--- src/rtl/aclr_pkg.sv ---
package aclr_pkg;

  // Special result registers, placed directly after the channel registers.
  typedef enum logic [1:0] {
    SPEC_SELFTEST = 2'd0,
    SPEC_TEMP     = 2'd1,
    SPEC_VREF     = 2'd2,
    SPEC_DBLTRIG  = 2'd3
  } spec_e;

  localparam int unsigned NUM_SPEC = 4;

  function automatic int unsigned spec_index(input int unsigned nch, input spec_e kind);
    return nch + int'(kind);
  endfunction

endpackage

--- src/rtl/aclr_rst_sync.sv ---
module aclr_rst_sync (
  input  logic clk,
  input  logic arst_n,
  output logic srst_n
);

  logic stage0_q;
  logic stage1_q;

  always_ff @(posedge clk or negedge arst_n) begin
    if (!arst_n) begin
      stage0_q <= 1'b0;
      stage1_q <= 1'b0;
    end else begin
      stage0_q <= 1'b1;
      stage1_q <= stage0_q;
    end
  end

  assign srst_n = stage1_q;

endmodule

--- src/rtl/aclr_decode.sv ---
module aclr_decode #(
  parameter int unsigned NREG = 12,
  parameter int unsigned AW   = 4
) (
  input  logic            valid,
  input  logic [AW-1:0]   addr,
  output logic [NREG-1:0] hit
);

  for (genvar i = 0; i < NREG; i++) begin : g_hit
    assign hit[i] = valid && (addr == AW'(i));
  end

endmodule

--- src/rtl/aclr_cell.sv ---
module aclr_cell #(
  parameter int unsigned DW = 16
) (
  input  logic          clk,
  input  logic          rst_n,
  input  logic          wr_hit,
  input  logic [DW-1:0] wdata,
  input  logic          rd_hit,
  input  logic          clr_en,
  output logic [DW-1:0] q
);

  logic          q_en;
  logic [DW-1:0] q_nxt;

  // Next state: a write outranks a clearing read on the same edge.
  always_comb begin
    q_en  = 1'b0;
    q_nxt = q;
    if (wr_hit) begin
      q_en  = 1'b1;
      q_nxt = wdata;
    end else if (rd_hit && clr_en) begin
      q_en  = 1'b1;
      q_nxt = '0;
    end
  end

  always_ff @(posedge clk or negedge rst_n) begin
    if (!rst_n) begin
      q <= '0;
    end else if (q_en) begin
      q <= q_nxt;
    end
  end

  assert_write_R2: assert property (@(posedge clk) disable iff (!rst_n)
    wr_hit |=> q == $past(wdata));

  assert_clear_R4: assert property (@(posedge clk) disable iff (!rst_n)
    (rd_hit && clr_en && !wr_hit) |=> q == '0);

  assert_hold_R5: assert property (@(posedge clk) disable iff (!rst_n)
    (!wr_hit && !(rd_hit && clr_en)) |=> q == $past(q));

  assert_write_wins_R6: assert property (@(posedge clk) disable iff (!rst_n)
    (wr_hit && rd_hit && clr_en) |=> q == $past(wdata));

endmodule

--- src/rtl/aclr_rdmux.sv ---
module aclr_rdmux #(
  parameter int unsigned DW   = 16,
  parameter int unsigned NREG = 12,
  parameter int unsigned AW   = 4
) (
  input  logic               clk,
  input  logic               rst_n,
  input  logic               rd_req,
  input  logic [AW-1:0]      rd_addr,
  input  logic [NREG*DW-1:0] regs_flat,
  output logic               rd_valid,
  output logic [DW-1:0]      rd_data
);

  logic [DW-1:0] sel;
  logic [DW-1:0] data_nxt;

  always_comb begin
    sel = '0;
    for (int i = 0; i < NREG; i++) begin
      if (rd_addr == AW'(i)) begin
        sel = regs_flat[i*DW +: DW];
      end
    end
    data_nxt = rd_req ? sel : '0;
  end

  always_ff @(posedge clk or negedge rst_n) begin
    if (!rst_n) begin
      rd_valid <= 1'b0;
      rd_data  <= '0;
    end else begin
      rd_valid <= rd_req;
      rd_data  <= data_nxt;
    end
  end

  assert_valid_R3: assert property (@(posedge clk) disable iff (!rst_n)
    rd_req |=> rd_valid);

  assert_idle_R3: assert property (@(posedge clk) disable iff (!rst_n)
    !rd_req |=> (!rd_valid && rd_data == '0));

endmodule

--- src/rtl/aclr_bank.sv ---
module aclr_bank
  import aclr_pkg::*;
#(
  parameter int unsigned NUM_CH = 8,
  parameter int unsigned DW     = 16,
  localparam int unsigned NREG  = NUM_CH + NUM_SPEC,
  localparam int unsigned AW    = $clog2(NREG)
) (
  input  logic          clk,
  input  logic          rst_n,
  input  logic          ctl_we,
  input  logic          ctl_wdata,
  input  logic          cv_valid,
  input  logic [AW-1:0] cv_idx,
  input  logic [DW-1:0] cv_data,
  input  logic          rd_req,
  input  logic [AW-1:0] rd_addr,
  output logic          rd_valid,
  output logic [DW-1:0] rd_data
);

  localparam int unsigned LAST_SPEC = spec_index(NUM_CH, SPEC_DBLTRIG);

  logic               srst_n;
  logic               clr_en_q;
  logic               clr_en_nxt;
  logic [NREG-1:0]    wr_hit;
  logic [NREG-1:0]    rd_hit;
  logic [NREG*DW-1:0] regs_flat;

  aclr_rst_sync u_rst (
    .clk    (clk),
    .arst_n (rst_n),
    .srst_n (srst_n)
  );

  // Clear-enable control bit.
  always_comb begin
    clr_en_nxt = clr_en_q;
    if (ctl_we) begin
      clr_en_nxt = ctl_wdata;
    end
  end

  always_ff @(posedge clk or negedge srst_n) begin
    if (!srst_n) begin
      clr_en_q <= 1'b0;
    end else if (ctl_we) begin
      clr_en_q <= clr_en_nxt;
    end
  end

  aclr_decode #(.NREG(NREG), .AW(AW)) u_wr_dec (
    .valid (cv_valid),
    .addr  (cv_idx),
    .hit   (wr_hit)
  );

  aclr_decode #(.NREG(NREG), .AW(AW)) u_rd_dec (
    .valid (rd_req),
    .addr  (rd_addr),
    .hit   (rd_hit)
  );

  // Channel and special registers share one cell type; every class clears alike.
  for (genvar i = 0; i < NREG; i++) begin : g_reg
    aclr_cell #(.DW(DW)) u_cell (
      .clk    (clk),
      .rst_n  (srst_n),
      .wr_hit (wr_hit[i]),
      .wdata  (cv_data),
      .rd_hit (rd_hit[i]),
      .clr_en (clr_en_q),
      .q      (regs_flat[i*DW +: DW])
    );
  end

  aclr_rdmux #(.DW(DW), .NREG(NREG), .AW(AW)) u_rdmux (
    .clk       (clk),
    .rst_n     (srst_n),
    .rd_req    (rd_req),
    .rd_addr   (rd_addr),
    .regs_flat (regs_flat),
    .rd_valid  (rd_valid),
    .rd_data   (rd_data)
  );

  assert_ctl_load_R9: assert property (@(posedge clk) disable iff (!srst_n)
    ctl_we |=> clr_en_q == $past(ctl_wdata));

  assert_ctl_hold_R9: assert property (@(posedge clk) disable iff (!srst_n)
    !ctl_we |=> $stable(clr_en_q));

  // The last special register must sit inside the addressable range.
  initial begin
    assert_spec_range_R7: assert (LAST_SPEC < (1 << AW));
  end

endmodule

--- config.mk ---
export PLATFORM = sky130hd
export DESIGN_NAME = aclr_bank
export DESIGN_NICKNAME = d
export VERILOG_FILES = /design/src/rtl/aclr_pkg.sv /design/src/rtl/aclr_rst_sync.sv /design/src/rtl/aclr_decode.sv /design/src/rtl/aclr_cell.sv /design/src/rtl/aclr_rdmux.sv /design/src/rtl/aclr_bank.sv
export SDC_FILE = /design/constraint.sdc
export NUM_CORES = 1
export LEC_CHECK = 0
export BUFFER_PORTS_ARGS = -buffer_cell sky130_fd_sc_hd__buf_2
export CAP_MARGIN = 10
export CELL_PAD_IN_SITES_DETAIL_PLACEMENT = 1
export CELL_PAD_IN_SITES_GLOBAL_PLACEMENT = 1
export CORE_UTILIZATION = 45
export DETAILED_ROUTE_END_ITERATION = 7
export PLACE_DENSITY = 0.75
export SYNTH_ARGS = -nofsm -noshare
export SYNTH_HDL_FRONTEND = slang
export SYNTH_SLANG_ARGS = --single-unit
--- constraint.sdc ---
create_clock -name clk -period 11.9 [get_ports clk]
set_input_delay 1.19 -clock clk [delete_from_list [all_inputs] [get_ports clk]]
set_output_delay 1.19 -clock clk [all_outputs]
set_load 0.05 [all_outputs]
Word level (Yosys, flattened, before mapping):

Cells that the tools add are included.

* equality and inequality tests: 22
* muxes and demuxes: 61
* reductions and logical operators: 62

Operator list (number)
* $mux W16: 37
* $logic_and A1 B1 Y1: 36
* $eq A4 B3 Y1 const B: 8
* $eq A4 B4 Y1 const B: 8
* $mux W1: 24
* $reduce_and A2 Y1: 12
* $reduce_bool A2 Y1: 12
* $eq A4 B2 Y1 const B: 4
* $eq A4 B1 Y1 const B: 2
* $logic_not A4 Y1: 2

* flip-flop bits (word level): 212
* input bits: 30

Logic depth before layout (Yosys ltp):

* depth after elaboration: 14
* mapped depth: 8
* depth with buffers taken out: 5

By module:

Synthesis repeated with hierarchy kept, for this count alone.

* cells, all modules: 1006
* area, all modules: 11269.6 µm²

Modules (own cells, without submodules)
* aclr_cell: times used 12, cells an instance 53, area an instance 699.4 µm², seq. area each 400.4 µm²
* aclr_rdmux: times used 1, cells an instance 329, area an instance 2595.0 µm², seq. area each 425.4 µm²
* aclr_decode: times used 2, cells an instance 18, area an instance 93.8 µm², seq. area each 0.0 µm²
* aclr_rst_sync: times used 1, cells an instance 3, area an instance 53.8 µm², seq. area each 50.0 µm²
* aclr_bank: times used 1, cells an instance 2, area an instance 40.0 µm², seq. area each 25.0 µm²

Worst setup path after synthesis:

No wires, ideal clock.

* kind: input -> register
* from: in cv_idx[3]
* to: reg g_reg[0].u_cell.q[10]
* setup time: 0.121 ns
* data arrival time: 2.410 ns
* required time: 11.779 ns
* setup slack: 9.369 ns
* stages: 6
* path through: or3b_1 buf_2 nor3_4 a21oi_2 buf_4 a22o_1

* longest elaborated chain between the ends: 4
* elaborated cells on any way between the ends: 6
* those cells by class: mux: 2; reduce/logical: 4

RTL lines
* start: declaration: line aclr_bank.sv:14 `input logic [AW-1:0] cv_idx,`
* $logic_not A4 Y1 (*): line aclr_decode.sv:11 `assign hit[i] = valid && (addr == AW'(i));`
* $logic_and A1 B1 Y1 (*): line aclr_decode.sv:11
* $reduce_bool A2 Y1 (no source line) or $mux W1 (tied branches)
* $reduce_and A2 Y1 (no source line)
* end signal: assignment: line aclr_cell.sv:33 `q <= q_nxt;`
* end: declaration: line aclr_cell.sv:10 `output logic [DW-1:0] q`

Mark *: on every way between the ends. The rest lies on a longest branch, timed or not.
A chain may end at the register's enable or synchronous reset.

Final worst setup path:

* from: in rd_addr[1]
* to: reg u_rdmux.rd_data[8]

* longest elaborated chain between the ends: 14
* elaborated cells on any way between the ends: 25
* those cells by class: eq/ne: 11; mux: 13; reduce/logical: 1

RTL lines
* start: declaration: line aclr_bank.sv:17 `input logic [AW-1:0] rd_addr,`
* $logic_not A4 Y1: line aclr_rdmux.sv:21 `if (rd_addr == AW'(i)) begin`
* $mux W16 (11 in series): line aclr_rdmux.sv:21
* $mux W16 (*): line aclr_rdmux.sv:21
* $mux W16 (*): line aclr_rdmux.sv:25 `data_nxt = rd_req ? sel : '0;`
* via u_rdmux.data_nxt[8]: line aclr_rdmux.sv:16 `logic [DW-1:0] data_nxt;`
* end signal: assignment: line aclr_rdmux.sv:34 `rd_data <= data_nxt;`
* end: declaration: line aclr_rdmux.sv:12 `output logic [DW-1:0] rd_data`

Mark *: on every way through the listed nets, which the timed path passes. The rest lies on a longest branch.

==> results.yml <==
place:
  numPortBuffers: 46
  place_area_sq_mm: 0.00977
  gp_congestion: 0.844
  dp_hpwl_mm: 18.3
clocking:
  ctsLongestPathBuffers: 3
  cts_inserted_buffers: 23
  clkTransAtPathRegs_ns: 0.06
  cts_setup_buffers: 0
  postCtsHoldBufs: 0
  cts_root_buf: "clkbuf_16"
  cts_max_level: 1
  cts.repair.resized: 0
  cts_sinks: 212
  clk_latency_ns: 0.52
  cts_tree: "yes"
sta:
  slew_violations: 0
  worst_pin_slew_ns: 1.21
  period_needed_ns: 3.77
  setup_viol_count_final: 0
  final_hold_viol_count: 0
  finClkSkew_ns: 0.0173
  slew_headroom_pct: 19.0
  clock.fmax_mhz: 265
  post-route-period-util_pct: 31.7
  fin_tns_setup_ns: 0
  rsz0062_at_grt: "false"
yosys:
  yosysTopAreaCell: "dfrtp_1"
  synth_area_sq_mm: 0.00940
  post_synth_num_cell_types: 51
  synthMostInstantiatedCell: "dfrtp_1"
  syn_area_per_cell_sq_um: 12.0
  synthTopCellsByCount: "dfrtp_1 (212), a22o_1 (193), o21ai_0 (44)"
  ys.flop_type: "dfrtp_1"
  synthTopCellsByArea: "dfrtp_1 (56%), a22o_1 (18%), mux2i_1 (2.6%), o21ai_0 (2.3%), a21oi_1 (2.0%)"
  yosysWarnings: 0
  synth_top_area_share_pct: 56.4
  syn_nets: 816
  seq_area_frac_synth_pct: 56.4
  synth-edff-count: 0
  synthArstFlopShare_pct: 100
  synthCells: 786
  ys_seq_elements: 212
global_route:
  grt_pass1_vias: 7810
  grt_max_degree: 211
  grt_overflow: 0
  grt_pass1_wl_mm: 47.7
  grt_util_all_layers_pct: 29.0
  antenna_found_initial: 0
power_and_ir_drop:
  irDropWorstVdd_mv: 0.0951
  pwr_density_cell_mw_per_mm2: 190
  leakagePower_uw: 0.00497
detailed_routing:
  vias: 7323
  vias_per_cell: 6.75
  ant_nets: 0
  wirelength_mm: 30.5
  detail_route.wl_per_cell_um: 28.1
  drc: 0
  dr.pass1.iters: 5
  drt_iter0_markers: 651
cells_and_area:
  fillCellCount: 2082
  synthToLayoutAreaGrowth_pct: 12.7
  fin_area_sq_mm: 0.0106
  drive_above_1_share_pct: 17.5
  nNetsFinal: 828
  diodes: 0
critical_path:
  crit_fanout: 58
  startpoint_type: "input pin"
  crit_slowest_cell: "nor2_1"
  worstSetupPathType: "input pin to register"
  cp.arrival_ns: 4.18
  crit_path_max_incr_delay_ns: 0.78
  path_cells: "buf_2 -> buf_4 -> inv_2 -> nor2_1 -> a21oi_1 -> o221a_2 -> a221oi_1"
  crit_required_ns: 12.31
  worstSetupEndpointType: "register"
floorplan:
  ios: 47
  initial_core_util_pct: 46.2
  rows: 52
  die_w_um: 147
  coreArea_sq_mm: 0.0204
  die_y_um: 147
  die_area_sq_mm: 0.0215
status:
  status: "completed"
min_path:
  min_path_type: "register to register"
run:
  maxCapViolations: 0
==> where the power goes <==
part | total (uW) | switching [uW] | internal [uW]
clock | 778 | 299 | 479
sequential | 933 | 81.2 | 851
combinational | 306 | 162 | 143
total | 2020 | 543 | 1470
==> cell families after synthesis <==
group,count (synthesis),synth area share [%]
and+or+nand+nor,104,5.83
DFF,212,56.4
buffers and inverters,82,4.03
AOI/OAI and AO/OA,347,28.6
other,1,0.0399
muxes,40,5.07
==> registers in the layout, summed over array words and instances (netlist names) <==
name / flops
clr_en_q: 1
u_rst.stage0_q: 1
u_rdmux.rd_data: 16
g.u_cell.q: 192
u_rdmux.rd_valid: 1
u_rst.srst_n: 1
==> worst max-delay path, delay by kind of cell <==
kind | cells | cell delay [ns]
buffers and inverters | 3 | 1.37
AND/OR/NAND/NOR | 1 | 0.78
AO/OA/AOI/OAI | 3 | 0.75
==> cells in the final DEF, fill, tap and decap left out, types with 5 or more instances in the layout <==
cell / count
a21o_1: 7
a21oi_1: 38
a221oi_1: 7
a22o_1: 193
a22oi_1: 8
buf_2: 46
buf_4: 19
clkbuf_16: 23
clkbuf_8: 6
clkinv_2: 6
dfrtp_1: 211
mux2_2: 11
mux2i_1: 24
mux4_2: 5
nand2_1: 30
nand2b_1: 6
nand3b_1: 9
nor2_1: 28
nor2b_1: 9
o21ai_0: 44
o221a_2: 5
o22ai_1: 11
==> final timing paths <==
| kind | to | startpoint | depth (start not counted) | slack, ns |
|---|---|---|---|---|
| hold / removal | u_rst.srst_n | u_rst.stage0_q | 0 | 0.36 |
| setup reg to reg | g_reg[9].u_cell.q[8] | clr_en_q | 4 | 9.93 |
| hold reg to reg | u_rst.srst_n | u_rst.stage0_q | 0 | 0.36 |
| setup / recovery | u_rdmux.rd_data[8] | rd_addr[1] | 7 | 8.13 |
| max in group asynchronous | g_reg[1].u_cell.q[3] | u_rst.srst_n | 1 | 10.44 |
| min in group asynchronous | u_rst.srst_n | rst_n | 1 | 0.45 |
==> per-layer routing <==
metal	up-vias	GRT usage, %	part of all wire, %
met5	-	0	0
met4	0	9.17	2.6
met3	52	4.19	6.7
met2	315	46.5	48
met1	3907	40.8	42
li1	3049	-	-
==> metrics by stage <==
stage / hold slack, ns / worst slack (ns) / power, uW / cells / util (%)
after detailed placement: 0.347 / 7.78 / 1240 / 1043 / 48.0
after global routing: 0.366 / 8.08 / 2090 / 1085 / 52.0
after CTS: 0.361 / 8.30 / 2020 / 1085 / 52.0
after floorplan: 0.331 / 5.55 / 1140 / 786 / -
final: 0.358 / 8.13 / 2020 / 1085 / 52.0
after global placement: 0.342 / 7.80 / 1220 / 1043 / 48.0
==> final cells by class <==
class	instances	area (sq um)	share of cell area, %
well taps	270	338	3.19
inverters	3	11.3	0.106
repair buffers	66	393	3.71
multi-input cells	492	3720	35.1
flip-flops and latches	212	5310	50.1
clock inverters	11	159	1.50
clock buffers	31	666	6.28
(Power assumes the default switching activity.)
